===== src/rtl/bankemu_pkg.sv =====
package bankemu_pkg;

    localparam int ADDR_W   = 16;
    localparam int DATA_W   = 8;
    localparam int BANK_W   = 4;
    localparam int NUM_REGS = 2;

    typedef logic [BANK_W-1:0] bank_t;
    typedef logic [ADDR_W-1:0] addr_t;
    typedef logic [DATA_W-1:0] data_t;

    typedef enum logic {
        SEL_EXEC = 1'b0,
        SEL_IND  = 1'b1
    } reg_sel_e;

    typedef struct packed {
        logic     hit;
        reg_sel_e sel;
    } decode_t;

    typedef struct packed {
        logic     valid;
        reg_sel_e sel;
        bank_t    nib;
    } wr_req_t;

    function automatic logic is_reg_addr(input addr_t a);
        return (a[ADDR_W-1:1] == '0);
    endfunction

endpackage


===== src/rtl/bankemu_decode.sv =====
module bankemu_decode
    import bankemu_pkg::*;
(
    input  logic    clk,
    input  logic    rst,
    input  logic    phi2,
    input  logic    rw,
    input  addr_t   addr,
    input  data_t   wdata,
    output decode_t dec,
    output wr_req_t wr
);

    logic     phi2_q;
    logic     rw_q;
    logic     hit_q;
    reg_sel_e sel_q;
    bank_t    nib_q;
    logic     unused_hi;

    assign unused_hi = ^wdata[DATA_W-1:BANK_W];

    always_comb begin
        dec.hit = is_reg_addr(addr);
        dec.sel = reg_sel_e'(addr[0]);
    end

    always_ff @(posedge clk) begin
        if (rst) begin
            phi2_q <= 1'b0;
            rw_q   <= 1'b1;
            hit_q  <= 1'b0;
            sel_q  <= SEL_EXEC;
            nib_q  <= '0;
        end else begin
            phi2_q <= phi2;
            rw_q   <= rw;
            hit_q  <= dec.hit;
            sel_q  <= dec.sel;
            nib_q  <= wdata[BANK_W-1:0];
        end
    end

    always_comb begin
        wr.valid = phi2_q & ~phi2 & ~rw_q & hit_q;
        wr.sel   = sel_q;
        wr.nib   = nib_q;
    end

endmodule


===== src/rtl/bankemu_regs.sv =====
module bankemu_regs
    import bankemu_pkg::*;
#(
    parameter bank_t RESET_BANK = 4'hF
) (
    input  logic    clk,
    input  logic    rst,
    input  wr_req_t wr,
    output bank_t   exec_bank,
    output bank_t   ind_bank
);

    bank_t regs [NUM_REGS];

    for (genvar i = 0; i < NUM_REGS; i++) begin : g_reg
        always_ff @(posedge clk) begin
            if (rst) begin
                regs[i] <= RESET_BANK;
            end else if (wr.valid && (int'(wr.sel) == i)) begin
                regs[i] <= wr.nib;
            end
        end
    end

    assign exec_bank = regs[int'(SEL_EXEC)];
    assign ind_bank  = regs[int'(SEL_IND)];

endmodule


===== src/rtl/bankemu_mux.sv =====
module bankemu_mux
    import bankemu_pkg::*;
#(
    parameter bank_t FORCE_BANK = 4'hE
) (
    input  decode_t dec,
    input  logic    phi2,
    input  logic    rw,
    input  logic    indirect_cycle,
    input  bank_t   exec_bank,
    input  bank_t   ind_bank,
    output bank_t   bank,
    output data_t   rdata,
    output logic    rdata_oe
);

    bank_t rd_nib;

    always_comb begin
        if (dec.hit) begin
            bank = FORCE_BANK;
        end else if (indirect_cycle) begin
            bank = ind_bank;
        end else begin
            bank = exec_bank;
        end
    end

    assign rd_nib   = (dec.sel == SEL_IND) ? ind_bank : exec_bank;
    assign rdata    = {{(DATA_W-BANK_W){1'b0}}, rd_nib};
    assign rdata_oe = dec.hit & phi2 & rw;

endmodule


===== src/rtl/bankemu.sv =====
module bankemu
    import bankemu_pkg::*;
#(
    parameter logic [3:0] FORCE_BANK = 4'hE,
    parameter logic [3:0] RESET_BANK = 4'hF
) (
    input  logic        clk,
    input  logic        rst,
    input  logic        phi2,
    input  logic        rw,
    input  logic [15:0] addr,
    input  logic [7:0]  wdata,
    input  logic        indirect_cycle,
    output logic [3:0]  bank,
    output logic [7:0]  rdata,
    output logic        rdata_oe
);

    decode_t dec;
    wr_req_t wr_req;
    bank_t   exec_bank;
    bank_t   ind_bank;

    bankemu_decode u_decode (
        .clk   (clk),
        .rst   (rst),
        .phi2  (phi2),
        .rw    (rw),
        .addr  (addr),
        .wdata (wdata),
        .dec   (dec),
        .wr    (wr_req)
    );

    bankemu_regs #(.RESET_BANK(RESET_BANK)) u_regs (
        .clk       (clk),
        .rst       (rst),
        .wr        (wr_req),
        .exec_bank (exec_bank),
        .ind_bank  (ind_bank)
    );

    bankemu_mux #(.FORCE_BANK(FORCE_BANK)) u_mux (
        .dec            (dec),
        .phi2           (phi2),
        .rw             (rw),
        .indirect_cycle (indirect_cycle),
        .exec_bank      (exec_bank),
        .ind_bank       (ind_bank),
        .bank           (bank),
        .rdata          (rdata),
        .rdata_oe       (rdata_oe)
    );

endmodule


===== config.mk =====
export PLATFORM = sky130hd
export DESIGN_NAME = bankemu
export DESIGN_NICKNAME = d
export VERILOG_FILES = /design/src/rtl/bankemu_pkg.sv /design/src/rtl/bankemu_decode.sv /design/src/rtl/bankemu_regs.sv /design/src/rtl/bankemu_mux.sv /design/src/rtl/bankemu.sv
export SDC_FILE = /design/constraint.sdc
export NUM_CORES = 1
export LEC_CHECK = 0
export ABC_AREA = 1
export BUFFER_PORTS_ARGS = -buffer_cell sky130_fd_sc_hd__buf_2
export CAP_MARGIN = 10
export CELL_PAD_IN_SITES_DETAIL_PLACEMENT = 1
export CELL_PAD_IN_SITES_GLOBAL_PLACEMENT = 1
export CORE_UTILIZATION = 26
export CTS_CLUSTER_SIZE = 24
export DETAILED_ROUTE_END_ITERATION = 10
export PLACE_DENSITY_LB_ADDON = 0.1
export SETUP_SLACK_MARGIN = 0.3
export SLEW_MARGIN = 0
export SYNTH_ARGS = -nofsm -noshare
export SYNTH_HDL_FRONTEND = slang
export SYNTH_SLANG_ARGS = --single-unit

===== constraint.sdc =====
create_clock -name clk -period 1 [get_ports clk]
set_input_delay 0.1 -clock clk [delete_from_list [all_inputs] [get_ports clk]]
set_output_delay 0.1 -clock clk [all_outputs]
set_load 0.03 [all_outputs]

* Word level (Yosys, flattened, before mapping)
Memory sizes are Yosys's and may differ from the RTL's.
Index checks and enable logic that the tools add are counted.
** Cells by class
- Muxes and demuxes :: 13
- Reductions and logical operators :: 3
- Bitwise operators :: 10
** Operators with widths (number)
- 4-bit 2-to-1 mux :: 5
- 15-bit zero test :: 1
- 1-bit 2-to-1 mux :: 8
- 1-bit bitwise AND :: 5
- 1-bit inverter :: 3
- 1-bit logical AND :: 2
- 1-bit bitwise OR :: 2
** Word-level totals
- Word-level logic and storage cells :: 32
- Bits in writable memories :: 8
- Memories kept :: 1
- Input bits :: 29
- Flip-flop bits (word level) :: 8
- Output and inout port bits :: 13
** Memory list
- u_regs.regs :: words 2, width 4, read ports 2, clocked after Yosys merged registers in 0, write ports 2, RTL line bankemu_regs.sv:13 : bank_t regs [NUM_REGS];

* Depth between registers and ports, before layout
- Depth in word-level cells :: 9
- Depth in mapped cells :: 5
- Depth with buffers taken out :: 5

* By module
Synthesis repeated with hierarchy kept, for this count alone.
** Second synthesis, totals
- Cell total of the unflattened synthesis :: 103
- Area, all modules :: 777.0 um2
** Modules (own cells, without submodules)
- bankemu_regs :: seq. area each 240.2 um2, times used 1, area each 320.3 um2, cells an instance 27
- bankemu_decode :: seq. area each 160.2 um2, times used 1, area each 306.5 um2, cells an instance 43
- bankemu_mux :: seq. area each 0.0 um2, times used 1, area each 150.1 um2, cells an instance 33

* Worst setup path before layout
OpenSTA, ideal clock, no wires.
- Path kind :: register to output
- From :: mem u_regs.regs[0][2] in the netlist's numbering
- To :: out rdata[2]
- Path buffers :: 0
- Data required time :: 900 ps
- Stages on the path, launching flop included :: 3
- Path slack :: -121 ps
- Data arrival time :: 1021 ps
- Cell sequence :: edfxtp_1 > inv_1 > o21ai_0
** RTL lines
- from (decl) :: RTL line bankemu_regs.sv:13
- to (decl) :: RTL line bankemu.sv:15 : output logic [7:0] rdata,

==> results.ini <==
[worst_hold_path]
hp-class = in -> reg

[sta]
finalSetupViolations = 24
holdWs_ns = 0.01633
period_minus_slack_ns = 1.197
fin_ws_ns = -0.1965
drv_slew = 0
period_share_pct = 119.7
rsz0062_at_grt = yes
final.setup_skew_ns = 0.007427
clock.fmax_mhz = 835.8
finalHoldViolCount = 0

[detailed_routing]
drtPass1Iterations = 4
drt_iter0_markers = 10
wl_um = 2001
wl_per_cell_um = 11.31
vias = 788
drc_errors = 0
via_per_inst = 4.452
ant_nets = 0

[pwr]
ir_drop_mv = 0.6356
p_leak_nw = 0.6130
powerDensity_nw_per_um2 = 1009

[worst_setup_path]
worstSetupStartpointType = register
crit_fanout = 2
arrival_ns = 1.10
slowest_delay_ns = 0.39
crit_chain = inv_2 -> nand2_1 -> o21ai_1 -> nand2_2 -> buf_6
cp.required_ns = 0.90
endpoint_kind = primary output
slowest_stage = edfxtp_1
path_class = reg -> out

[final_layout]
nets = 176
num_antenna_cells = 0
final_cell_mix = 22 x buf_6, 15 x buf_2, 13 x nand2_2, 13 x inv_1, 10 x nor2_4
layout-drive-gt1-share_pct = 62.33
fin_cells = 177
layout_commonest_cell = buf_6
area_growth_pct = 78.64

[clock_network]
worstSkewPairLatency_ns = 0.28
cts_root_buf = clkbuf_4
tritoncts = yes
cts_buffer_depth = 2
numClockSinks = 16
htree_levels = 1
numCtsBuffers = 3
clk_pin_slew_ns = 0.09

[floorplan]
die_y_um = 56.54
io_pins = 42
start_util_pct = 27.80
rows = 19
die_w_um = 56.54
core_area_sq_um = 2781
dieArea_sq_um = 3196

[placed_design]
dp.cells = 166
gp_congestion = 0.6454
hpwl_um = 1478
io_buffers = 33

[status]
outcome = finished, violations left
violations = negative setup slack

[yosys]
netlist_area_sq_um = 773.2
synth.yosys.warnings = 0
yosysSeqAreaShare_pct = 51.78
syn_inst = 98
synth.avg_cell_area_sq_um = 7.890
synth_seq_cells = 16
ys_types = 13

[global_routing]
grt_usage_pct = 13.41
overflow = 0
grt_pass1_wl_um = 3394
grt_pass1_vias = 820
grt_max_degree = 11
antenna_found_initial = 0

[job]
drv_cap = 0

==> power breakdown <==
| part | leakage (nW) | internal, mW | switching, mW |
|---|---|---|---|
| registers | 0.135 | 0.709 | 0.0135 |
| clock network | 0.0150 | 0.154 | 0.186 |
| logic | 0.463 | 0.148 | 0.182 |
==> routing by layer <==
layer | global-route usage [%] | wire length, um | up-vias
li1 | - | - | 398
met1 | 13.54 | 732 | 367
met2 | 27.23 | 1185 | 21
met3 | 2.074 | 72 | 2
met4 | 4.181 | 11 | 0
met5 | 0 | 0 | -
==> registers in the layout, summed over array words and instances, names as in the netlist <==
| signal | count |
|---|---|
| u_decode.phi2_q | 1 |
| u_regs.regs | 8 |
| u_decode.rw_q | 1 |
| u_decode.nib_q | 4 |
| u_decode.sel_q | 1 |
| u_decode.hit_q | 1 |
==> cell type report <==
class                   instances  area [sq um]
clock buffers                   4         26.28
fillers                       319          1400
inverters                      18         67.56
multi-input cells              62         455.4
flip-flops and latches         16         402.9
well taps                      31         38.79
repair buffers                 46         390.4
==> critical path: cells and delay by family, from the launching register on <==
family	cells	cell delay (ns)
flops	1	0.39
buf+inv	2	0.22
compound gates	1	0.09
simple gates	2	0.13
==> worst paths after layout <==
check	start	end	slack [ns]	cells past startpoint
worst max register to register	u_decode.hit_q$_SDFF_PP0_	u_regs.regs[0][2]$_SDFFCE_PN1P_	-0.07	4
worst min-delay path	wdata[1]	u_decode.nib_q[1]$_SDFF_PP0_	0.02	3
worst min register to register	u_decode.nib_q[3]$_SDFF_PP0_	u_regs.regs[0][3]$_SDFFCE_PN1P_	0.54	2
worst max-delay path	u_regs.regs[1][3]$_SDFFCE_PN1P_	bank[3]	-0.20	5
==> synth_stat cells (all sizes together) <==
master / number / area (sq um)
o21ai: 7 / 35.03
inv: 17 / 63.81
nand2: 21 / 78.83
conb: 1 / 3.750
clkinv: 1 / 3.750
nor2: 18 / 67.56
dfxtp: 8 / 160.2
or2: 1 / 6.260
edfxtp: 8 / 240.2
a21oi: 2 / 10.01
buf: 5 / 37.54
nor3: 1 / 16.27
nand4: 8 / 50.05
==> timing repair <==
item	in CTS	in global routing
setup endpoints to repair	25	26
hold buffers	0	0
setup buffers	3	4
resized for setup	31	25
pin swaps	11	7
==> through the flow <==
| stage | util [%] | setup WS (ns) | total power, mW | area, sq um | setup TNS [ns] |
|---|---|---|---|---|---|
| 4_1_cts | 44.98 | -0.2384 | 1.375 | 1251 | -2.157 |
| 6_report | 49.66 | -0.1965 | 1.394 | 1381 | -2.110 |
| 3_3_place_gp | 39.36 | -0.07275 | 0.9794 | 1095 | -1.026 |
| 3_5_place_dp | 39.36 | -0.1084 | 0.9878 | 1095 | -1.361 |
| 5_1_grt | 49.66 | -0.2589 | 1.475 | 1381 | -3.602 |
| 2_1_floorplan | - | -0.1039 | 0.8944 | 883.3 | -0.8012 |
==> logic make-up (layout without fill, tap and decap cells) <==
logic type,count (synthesis),in the layout,share of synthesized area (%)
AND/OR/NAND/NOR,49,49,28.32
buffers and inverters,23,68,13.59
flip-flops,16,16,51.78
AO/OA/AOI/OAI,9,9,5.825
other,1,4,0.4850
Note: power is estimated with default switching activity, not from simulation.
